### src/rtl/seg_stack_pkg.sv
// Shared types for the segmented word stack unit.
// Assumes: one byte access per cycle on the memory port.
package seg_stack_pkg;
    typedef enum logic [2:0] {
        ST_IDLE,
        ST_PUSH_LO,
        ST_PUSH_HI,
        ST_POP_LO,
        ST_POP_HI,
        ST_DONE
    } stk_state_t;
endpackage

### src/rtl/stk_addr_gen.sv
// Forms a physical address from a segment and an offset.
// Assumes: the segment is shifted by SEG_SHIFT bits, and the result wraps
// at OFF_W+SEG_SHIFT bits.
module stk_addr_gen #(
    parameter int OFF_W     = 16,
    parameter int SEG_SHIFT = 4,
    localparam int ADDR_W   = OFF_W + SEG_SHIFT
) (
    input  logic [OFF_W-1:0]  seg,
    input  logic [OFF_W-1:0]  off,
    output logic [ADDR_W-1:0] phys
);
    logic [ADDR_W-1:0] seg_base;
    logic [ADDR_W-1:0] off_ext;

    // Shifted segment base plus zero-extended offset, modulo 2^ADDR_W.
    always_comb begin
        seg_base = {seg, {SEG_SHIFT{1'b0}}};
        off_ext  = {{SEG_SHIFT{1'b0}}, off};
        phys     = seg_base + off_ext;
    end
endmodule

### src/rtl/stk_ptr_regs.sv
// Holds the stack pointer and the segment register.
// Assumes: wr_ok already means the unit is idle; a step and a load never
// happen together.
module stk_ptr_regs #(
    parameter int               OFF_W  = 16,
    parameter logic [OFF_W-1:0] RST_SP = '0,
    parameter logic [OFF_W-1:0] RST_SS = '0
) (
    input  logic             clk,
    input  logic             rst_n,
    input  logic             wr_ok,
    input  logic             wr_sel,
    input  logic [OFF_W-1:0] wr_data,
    input  logic             step_en,
    input  logic [OFF_W-1:0] step,
    output logic [OFF_W-1:0] sp,
    output logic [OFF_W-1:0] ss
);
    // Pointer: reset, load, or move by the step amount (mod 2^OFF_W).
    always_ff @(posedge clk) begin
        if (!rst_n)                  sp <= RST_SP;
        else if (wr_ok && !wr_sel)   sp <= wr_data;
        else if (step_en)            sp <= sp + step;
    end

    // Segment: reset or load only.
    always_ff @(posedge clk) begin
        if (!rst_n)                  ss <= RST_SS;
        else if (wr_ok && wr_sel)    ss <= wr_data;
    end


    seg_load_only_chk: assert property (@(posedge clk) disable iff (!rst_n)
        !(wr_ok && wr_sel) |=> $stable(ss));
endmodule

### src/rtl/stk_seq.sv
// Sequences one push or pop as two byte accesses plus a completion cycle.
// Assumes: memory read data is valid in the same cycle as the address.
module stk_seq
    import seg_stack_pkg::*;
#(
    parameter int  OFF_W  = 16,
    parameter int  BYTE_W = 8,
    localparam int WORD_W = 2 * BYTE_W
) (
    input  logic              clk,
    input  logic              rst_n,
    input  logic              push_req,
    input  logic              pop_req,
    input  logic [WORD_W-1:0] push_data,
    input  logic              reg_we,
    input  logic [BYTE_W-1:0] mem_rdata,
    output stk_state_t        state,
    output logic              busy,
    output logic              done,
    output logic              wr_ok,
    output logic              mem_en,
    output logic              mem_we,
    output logic [BYTE_W-1:0] mem_wdata,
    output logic [OFF_W-1:0]  off_delta,
    output logic              step_en,
    output logic [OFF_W-1:0]  step,
    output logic [WORD_W-1:0] pop_data
);
    localparam logic [OFF_W-1:0] MINUS2 = ~OFF_W'(1);
    localparam logic [OFF_W-1:0] MINUS1 = '1;
    localparam logic [OFF_W-1:0] PLUS1  = OFF_W'(1);
    localparam logic [OFF_W-1:0] PLUS2  = OFF_W'(2);

    stk_state_t        nxt;
    logic [WORD_W-1:0] data_q;
    logic [BYTE_W-1:0] lo_q;
    logic [BYTE_W-1:0] hi_q;

    // Next-state choice; a load in idle blocks request acceptance.
    always_comb begin
        nxt = state;
        unique case (state)
            ST_IDLE: begin
                if (!reg_we) begin
                    if (push_req)      nxt = ST_PUSH_LO;
                    else if (pop_req)  nxt = ST_POP_LO;
                end
            end
            ST_PUSH_LO: nxt = ST_PUSH_HI;
            ST_PUSH_HI: nxt = ST_DONE;
            ST_POP_LO:  nxt = ST_POP_HI;
            ST_POP_HI:  nxt = ST_DONE;
            ST_DONE:    nxt = ST_IDLE;
            default:    nxt = ST_IDLE;
        endcase
    end

    // State register.
    always_ff @(posedge clk) begin
        if (!rst_n) state <= ST_IDLE;
        else        state <= nxt;
    end

    // Capture the push word when the request is accepted.
    always_ff @(posedge clk) begin
        if (!rst_n)                                  data_q <= '0;
        else if (state == ST_IDLE && nxt == ST_PUSH_LO) data_q <= push_data;
    end

    // Capture the read bytes at the end of each pop access.
    always_ff @(posedge clk) begin
        if (!rst_n) begin
            lo_q <= '0;
            hi_q <= '0;
        end else begin
            if (state == ST_POP_LO) lo_q <= mem_rdata;
            if (state == ST_POP_HI) hi_q <= mem_rdata;
        end
    end

    // Memory port controls and the offset used for each access.
    always_comb begin
        mem_en    = 1'b0;
        mem_we    = 1'b0;
        mem_wdata = data_q[BYTE_W-1:0];
        off_delta = '0;
        unique case (state)
            ST_PUSH_LO: begin
                mem_en = 1'b1; mem_we = 1'b1;
                off_delta = MINUS2;
            end
            ST_PUSH_HI: begin
                mem_en = 1'b1; mem_we = 1'b1;
                mem_wdata = data_q[WORD_W-1:BYTE_W];
                off_delta = MINUS1;
            end
            ST_POP_LO: begin
                mem_en = 1'b1;
            end
            ST_POP_HI: begin
                mem_en = 1'b1;
                off_delta = PLUS1;
            end
            default: ;
        endcase
    end

    // Pointer step at the last access; status flags.
    always_comb begin
        step_en  = (state == ST_PUSH_HI) || (state == ST_POP_HI);
        step     = (state == ST_PUSH_HI) ? MINUS2 : PLUS2;
        busy     = (state != ST_IDLE);
        done     = (state == ST_DONE);
        wr_ok    = reg_we && (state == ST_IDLE);
        pop_data = {hi_q, lo_q};
    end


    accept_push_chk: assert property (@(posedge clk) disable iff (!rst_n)
        (!busy && push_req && !reg_we) |=> (mem_en && mem_we));

    done_single_chk: assert property (@(posedge clk) disable iff (!rst_n)
        done |=> !done);

    done_to_idle_chk: assert property (@(posedge clk) disable iff (!rst_n)
        done |=> !busy);

    pop_no_write_chk: assert property (@(posedge clk) disable iff (!rst_n)
        (!busy && !push_req && pop_req && !reg_we) |=> (mem_en && !mem_we) ##1 (mem_en && !mem_we));
endmodule

### src/rtl/seg_stack_unit.sv
// Top of the segmented word stack unit. Ties the sequencer, the registers
// and two address generators together.
// Assumes: a combinational-read byte memory on the mem_* port.
module seg_stack_unit
    import seg_stack_pkg::*;
#(
    parameter int               OFF_W     = 16,
    parameter int               SEG_SHIFT = 4,
    parameter int               BYTE_W    = 8,
    parameter logic [OFF_W-1:0] RST_SP    = 16'hFFFE,
    parameter logic [OFF_W-1:0] RST_SS    = 16'h0000,
    localparam int              ADDR_W    = OFF_W + SEG_SHIFT,
    localparam int              WORD_W    = 2 * BYTE_W
) (
    input  logic              clk,
    input  logic              rst_n,
    input  logic              push_req,
    input  logic              pop_req,
    input  logic [WORD_W-1:0] push_data,
    input  logic              reg_we,
    input  logic              reg_sel,
    input  logic [OFF_W-1:0]  reg_wdata,
    output logic              busy,
    output logic              done,
    output logic [WORD_W-1:0] pop_data,
    output logic [OFF_W-1:0]  sp_out,
    output logic [OFF_W-1:0]  ss_out,
    output logic [ADDR_W-1:0] tos_addr,
    output logic              mem_en,
    output logic              mem_we,
    output logic [ADDR_W-1:0] mem_addr,
    output logic [BYTE_W-1:0] mem_wdata,
    input  logic [BYTE_W-1:0] mem_rdata
);
    stk_state_t       state;
    logic             wr_ok;
    logic             step_en;
    logic [OFF_W-1:0] step;
    logic [OFF_W-1:0] off_delta;
    logic [OFF_W-1:0] acc_off;

    stk_seq #(.OFF_W(OFF_W), .BYTE_W(BYTE_W)) u_seq (
        .clk(clk), .rst_n(rst_n),
        .push_req(push_req), .pop_req(pop_req), .push_data(push_data),
        .reg_we(reg_we), .mem_rdata(mem_rdata),
        .state(state), .busy(busy), .done(done), .wr_ok(wr_ok),
        .mem_en(mem_en), .mem_we(mem_we), .mem_wdata(mem_wdata),
        .off_delta(off_delta), .step_en(step_en), .step(step),
        .pop_data(pop_data)
    );

    stk_ptr_regs #(.OFF_W(OFF_W), .RST_SP(RST_SP), .RST_SS(RST_SS)) u_regs (
        .clk(clk), .rst_n(rst_n),
        .wr_ok(wr_ok), .wr_sel(reg_sel), .wr_data(reg_wdata),
        .step_en(step_en), .step(step),
        .sp(sp_out), .ss(ss_out)
    );

    // Offset of the current byte access, wrapping inside the segment.
    always_comb acc_off = sp_out + off_delta;

    stk_addr_gen #(.OFF_W(OFF_W), .SEG_SHIFT(SEG_SHIFT)) u_acc_addr (
        .seg(ss_out), .off(acc_off), .phys(mem_addr)
    );

    stk_addr_gen #(.OFF_W(OFF_W), .SEG_SHIFT(SEG_SHIFT)) u_tos_addr (
        .seg(ss_out), .off(sp_out), .phys(tos_addr)
    );


    push_step_chk: assert property (@(posedge clk) disable iff (!rst_n)
        (state == ST_PUSH_HI) |=> (sp_out == $past(sp_out) - OFF_W'(2)));

    pop_step_chk: assert property (@(posedge clk) disable iff (!rst_n)
        (state == ST_POP_HI) |=> (sp_out == $past(sp_out) + OFF_W'(2)));

    busy_hold_chk: assert property (@(posedge clk) disable iff (!rst_n)
        busy |=> $stable(ss_out));
endmodule

### config.mk
export PLATFORM = sky130hd
export DESIGN_NAME = seg_stack_unit
export DESIGN_NICKNAME = d
export VERILOG_FILES = /design/src/rtl/seg_stack_pkg.sv /design/src/rtl/stk_addr_gen.sv /design/src/rtl/stk_ptr_regs.sv /design/src/rtl/stk_seq.sv /design/src/rtl/seg_stack_unit.sv
export SDC_FILE = /design/constraint.sdc
export NUM_CORES = 1
export LEC_CHECK = 0
export ABC_AREA = 1
export BUFFER_PORTS_ARGS = -buffer_cell sky130_fd_sc_hd__buf_2
export CAP_MARGIN = 30
export CORE_MARGIN = 2
export CORE_UTILIZATION = 58
export DETAILED_ROUTE_END_ITERATION = 6
export GPL_ROUTABILITY_DRIVEN = 0
export GPL_TIMING_DRIVEN = 0
export HOLD_SLACK_MARGIN = 0.08
export MAX_ROUTING_LAYER = met4
export PLACE_DENSITY_LB_ADDON = 0.05
export SYNTH_ARGS = -nofsm -noshare
export SYNTH_HDL_FRONTEND = slang
export SYNTH_SLANG_ARGS = --single-unit
### constraint.sdc
create_clock -name clk -period 5.1 [get_ports clk]
set_input_delay 0.255 -clock clk [delete_from_list [all_inputs] [get_ports clk]]
set_output_delay 0.255 -clock clk [all_outputs]
set_load 0.1 [all_outputs]
; After elaboration in Yosys (flattened, before gate mapping)
; Index checks and enable logic that the tools add are counted.
[op_classes]
reduce_logical = 12
bitwise = 0
mul = 0
addsub = 4
muxes = 11
n_div = 0
n_eq_ne = 6
n_shift = 0
magnitude_cmp = 0
[ops]
columns = operator, count
row1 = two-way mux 16 bit, 3
row2 = one-hot mux 16 bit (3 select lines), 1
row3 = adder 20 x 16 -> 20 bit, 2
row4 = adder 16 bit, 2
row5 = one-hot mux 3 bit (4 select lines), 1
row6 = two-way mux 3 bit, 3
row7 = two-way mux 8 bit, 1
row8 = == test 3 x 1 -> 1 bit (second input constant), 2
row9 = == test 3 x 2 -> 1 bit (second input constant), 2
row10 = == test 3 bit (second input constant), 2
row11 = logical AND 1 bit, 4
row12 = OR reduction 2 bit, 2
row13 = OR reduction 4 bit, 1
row14 = logical NOT 3 bit, 1
row15 = nonzero test 3 bit, 1
row16 = two-way mux 1 bit, 2
row17 = nonzero test 2 bit, 1
row18 = logical NOT 1 bit, 1
row19 = logical OR 1 bit, 1
[totals]
word_cells = 39
mem_bits_rw = 0
mem_bits_ro = 0
out_inout_bits = 100
latchBits = 0
n_memories = 0
reg_bits = 67
inputBits = 46

; Logic depth before layout (Yosys ltp)
[depth]
word_depth = 6
ltp_mapped = 24
mapped_depth_nobuf = 24

; Modules after synthesis
; Synthesis repeated with hierarchy kept, for this count alone.
[hier_totals]
hier_cells = 1094
area_unflattened_um2 = 6498.7
[by_module_without_submodules]
columns = module, cells_per_inst, area_per_inst_um2, seq_area_each_um2, n_inst
row1 = stk_ptr_regs, 329, 2105.8, 640.6, 1
row2 = stk_seq, 253, 1737.9, 700.7, 1
row3 = stk_addr_gen, 168, 862.1, 0.0, 2
row4 = seg_stack_unit, 176, 930.9, 0.0, 1

; Worst setup path after synthesis
; No wires, ideal clock.
[synth_path]
path_kind = reg-to-output
from = register u_regs.sp[1]
to = output mem_addr[14]
setup_slack_ns = -0.125
required_time_ns = 4.845
arrival_time_ns = 4.970
path_buffers = 0
stages_incl_launch_ff = 19
path_cell_list = dfxtp_1 -> inv_1 -> nand3_1 -> nand2_1 -> inv_1 -> ha_1 -> inv_1 -> nand2_1 -> nand2_1 -> nand3_1 -> xor2_1 -> ha_1 -> inv_1 -> fa_1 -> o21ai_0 -> a21boi_0 -> o21ai_0 -> a21oi_1 -> xor2_1
[synth_via]
elab_chain_cells = 2
[synth_rtl]
columns = element, line
row1 = start: declaration, stk_ptr_regs.sv:16  ; output logic [OFF_W-1:0] sp,
row2 = start signal: assignment, stk_ptr_regs.sv:22  ; else if (wr_ok && !wr_sel) sp <= wr_data;
row3 = start signal: assignment, stk_ptr_regs.sv:23  ; else if (step_en) sp <= sp + step;
row4 = adder 16 bit, seg_stack_unit.sv:60  ; always_comb acc_off = sp_out + off_delta;
row5 = adder 20 x 16 -> 20 bit, stk_addr_gen.sv:20  ; phys = seg_base + off_ext;
row6 = end: declaration, seg_stack_unit.sv:31  ; output logic [ADDR_W-1:0] mem_addr,
; No other way between the ends.

; Worst setup path after layout
[layout_path]
from = register u_seq.state[0]
to = output mem_addr[14]
[layout_via]
elab_chain_cells = 4
elab_cells_between_ends = 6
cone_classes = add/sub (2) / eq/ne (3) / mux (1)
[layout_rtl]
columns = element, line
row1 = start: declaration, stk_seq.sv:17  ; output stk_state_t state,
row2 = start signal: assignment, stk_seq.sv:61  ; else state <= nxt;
row3 = "== test 3 bit, or another cell as far along", stk_seq.sv:87  ; unique case (state)
row4 = one-hot mux 16 bit (3 select lines) *, stk_seq.sv:87
row5 = adder 16 bit *, seg_stack_unit.sv:60
row6 = adder 20 x 16 -> 20 bit *, stk_addr_gen.sv:20
; Mark *: on every way between the ends. The rest lies on a longest branch, timed or not.

==> out/metrics.csv <==
stage,metric,value,unit
grt,grt_overflow,0,
drt,finalWirelength,15800,um
drt,drt-initial-drc-count,353,
min_path,min_from,reg_wdata[15],
place,dp.cells,1064,
clock_network,root_buffer,clkbuf_8,
synth,syn-num-nets,898,
clock_network,clkSinkCount,67,
floorplanning,die_w,100,um
synth,synth.avg_cell_area,6.60,um^2
floorplanning,start_util,58.9,%
clock_network,hold_buffers,0,
clock_network,clk_path_buf_depth,2,
setup_path,rr_startpoint,u_seq.state[0],
timing,worstMarginPinSlew,0.677,ns
drt,routed.top_layer,met4,
grt,grt_usage,33.2,%
clock_network,clk_transition_reported_paths,0.08,ns
timing,rsz0062_at_grt,false,
grt,grt_pass1_vias,5697,
place,io_buffers,144,
grt,antenna_found_initial,0,
drt,met1_length,6390,um
cells_and_area,fin_cells,1080,
synth,synth_seq_area_share,25.1,%
flow_run,maxCapViolCount,0,
cells_and_area,num_antenna_cells,0,
min_path,worstHoldEndpoint,u_regs.sp[15],
clock_network,clk-insertion-delay-late,0.36,ns
floorplanning,coreArea,9060,um^2
floorplanning,dieArea,9990,um^2
timing,finalMaxSlewViolations,0,
drt,via_per_inst,5.54,
clock_network,cts_max_level,3,
clock_network,cts_buffers,9,
run_status,status,completed,
timing,finalSetupViolCount,0,
setup_path,endpoint_kind,output port,
setup_path,cp_data_required_time,4.85,ns
timing,timing.final.crit_share,92.3,%
grt,grt_pass1_wl,26000,um
timing,max-slew-margin-rel,54.4,%
floorplanning,row_count,35,
min_path,worstHoldPathType,in -> reg,
cells_and_area,syn_to_final_growth,20.3,%
setup_path,criticalPathCategory,reg -> out,
drt,firstDrtPassIters,5,
timing,tns,0,ns
setup_path,startpoint_type,flop,
grt,grt_start_max_net_pins,14,
timing,hold_viol_final,0,
timing,fin_hold_ws,0.143,ns
timing,finalCriticalPeriod,4.71,ns
drt,dr_wl_met3,1010,um
timing,max_freq,212,MHz
drt,wl_met2,7840,um
cells_and_area,final_nets,1053,
synth,netlist_area,5340,um^2
floorplanning,die-height,100,um
setup_path,rr_endpoint,u_regs.sp[11],
setup_path,worstPathMaxFanout,10,
place,hpwl,12700,um
setup_path,arrival,4.45,ns
floorplanning,io_pins,146,
setup_path,rr_worst_depth,15,
min_path,hold_depth,3,
setup_path,ff2ff_setup_slack,1.64,ns
timing,fin_skew,0.0167,ns
drt,vias,5981,
drt,drc,0,
drt,postRouteAntennaNets,0,
cells_and_area,layout-drive-gt1-share,20.4,%
synth,synth_warnings,0,
clock_network,cts_tree,done,
drt,wl_per_cell,14.6,um
synth,syn_inst,809,
synth,ys_ff_latch,67,
synth,synth_cell_types,41,
worst max path at each step:
stage	startpoint	to	cells past startpoint
after CTS	u_seq.state[0]	mem_addr[14]	21
after detailed placement	u_seq.state[0]	mem_addr[14]	21
after global placement	u_seq.state[0]	mem_addr[14]	21
after floorplan	u_regs.sp[1]	mem_addr[18]	18
after global routing	u_seq.state[1]	mem_addr[14]	21
final	u_seq.state[0]	mem_addr[14]	21
worst max-delay path, stage by stage (launching register included):
cell,delay (ns)
dfxtp_1,0.36
nor2_1,0.15
inv_1,0.09
nor2_4,0.19
inv_2,0.14
nand2_2,0.21
ha_1,0.23
ha_1,0.15
inv_1,0.03
nand2_1,0.11
nand2_1,0.07
nand3_1,0.15
xor2_1,0.18
ha_1,0.19
inv_1,0.06
fa_1,0.42
o21ai_2,0.27
a21boi_0,0.18
o21ai_1,0.29
a21oi_1,0.15
xor2_2,0.13
clkbuf_4,0.33
registers in the layout, indices dropped and copies added, names as in the netlist:
name	cells
u_regs.ss	16
u_regs.sp	16
u_seq.hi_q	8
u_seq.state	3
u_seq.lo_q	8
u_seq.data_q	16
per-layer routing:
metal | vias up | global-route usage [%]
met3 | 48 | 3.69
met4 | 0 | 14.8
met5 | - | -
li1 | 2965 | -
met1 | 2728 | 38.7
met2 | 240 | 57.6
through the flow:
step           util, %  area [um^2]  worst slack (ns)
4_1_cts           70.8         6420            0.0920
5_1_grt           70.9         6430             0.113
3_5_place_dp      68.6         6220             0.273
3_3_place_gp      68.6         6220             0.427
6_report          70.9         6430             0.393
2_1_floorplan        -         5360            0.0825
repair_timing:
action | 4_1_cts | 5_1_grt
gates cloned | 0 | 0
hold endpoints to repair | 0 | 0
setup buffers | 0 | 0
setup endpoints to repair | 1 | 2
resized for setup | 1 | 3
final cells by class:
cell class | instances | area, um^2
Inverter | 123 | 462
Buffer | 26 | 133
Multi-Input combinational cell | 593 | 3420
Timing Repair Buffer | 144 | 723
Tap cell | 111 | 139
Clock inverter | 4 | 48.8
Clock buffer | 12 | 155
Sequential cell | 67 | 1340
Fill cell | 793 | 2640
cells by family after synthesis:
group,synth area share (%)
AO/OA/AOI/OAI,20.6
XOR/XNOR,8.78
adder cells (fa/ha/maj),10.5
buffers and inverters,11.1
flip-flops,25.1
AND/OR/NAND/NOR,23.8
layout by cell type (no fill, tap or decap), types with 2 or more instances in the layout:
| cell type | netlist | final |
|---|---|---|
| a21boi_0 | 2 | 2 |
| a21oi_1 | 82 | 82 |
| a41oi_1 | 11 | 11 |
| buf_2 | 4 | 147 |
| buf_4 | 6 | 6 |
| clkbuf_1 | 15 | 16 |
| clkbuf_8 | 0 | 11 |
| clkinv_1 | 2 | 2 |
| clkinv_2 | 0 | 2 |
| dfxtp_1 | 67 | 67 |
| fa_1 | 3 | 3 |
| ha_1 | 40 | 40 |
| inv_1 | 116 | 116 |
| inv_2 | 5 | 5 |
| nand2_1 | 155 | 155 |
| nand2_2 | 5 | 5 |
| nand3_1 | 44 | 44 |
| nand3b_1 | 2 | 2 |
| nand4_1 | 7 | 7 |
| nor2_1 | 68 | 68 |
| nor2_2 | 5 | 5 |
| nor3_1 | 2 | 2 |
| nor4_1 | 2 | 2 |
| o211ai_1 | 2 | 2 |
| o21a_1 | 2 | 2 |
| o21ai_0 | 92 | 90 |
| o21ai_1 | 1 | 2 |
| o221ai_1 | 6 | 6 |
| xnor2_1 | 16 | 16 |
| xor2_1 | 32 | 30 |
| xor2_2 | 3 | 5 |
cells in the mapped netlist, drive strengths merged:
cell    number  share of area [%]
xor2        35                6.2
a31oi        1               0.12
or2          1               0.12
nor3         3               0.37
nand3       46                4.6
xnor2       16                2.6
nand3b       2               0.28
a21oi       82                7.7
dfxtp       67                 25
o211ai       2               0.28
o21a         2               0.28
nor4         2               0.23
inv        121                8.5
ha          40                9.4
a21boi       2               0.28
buf         11                1.4
nor2        74                5.6
and2         1               0.12
a21o         1               0.14
o221ai       6               0.98
fa           3                1.1
clkbuf      15                1.1
o21ai       93                8.7
a41oi       11                1.8
a211oi       1               0.14
nand4        7               0.82
nand2      161                 12
o21bai       1               0.21
clkinv       2               0.14
Power is not shown: default switching activity piles up to over one toggle a cycle in this logic, so the estimate is an artifact.
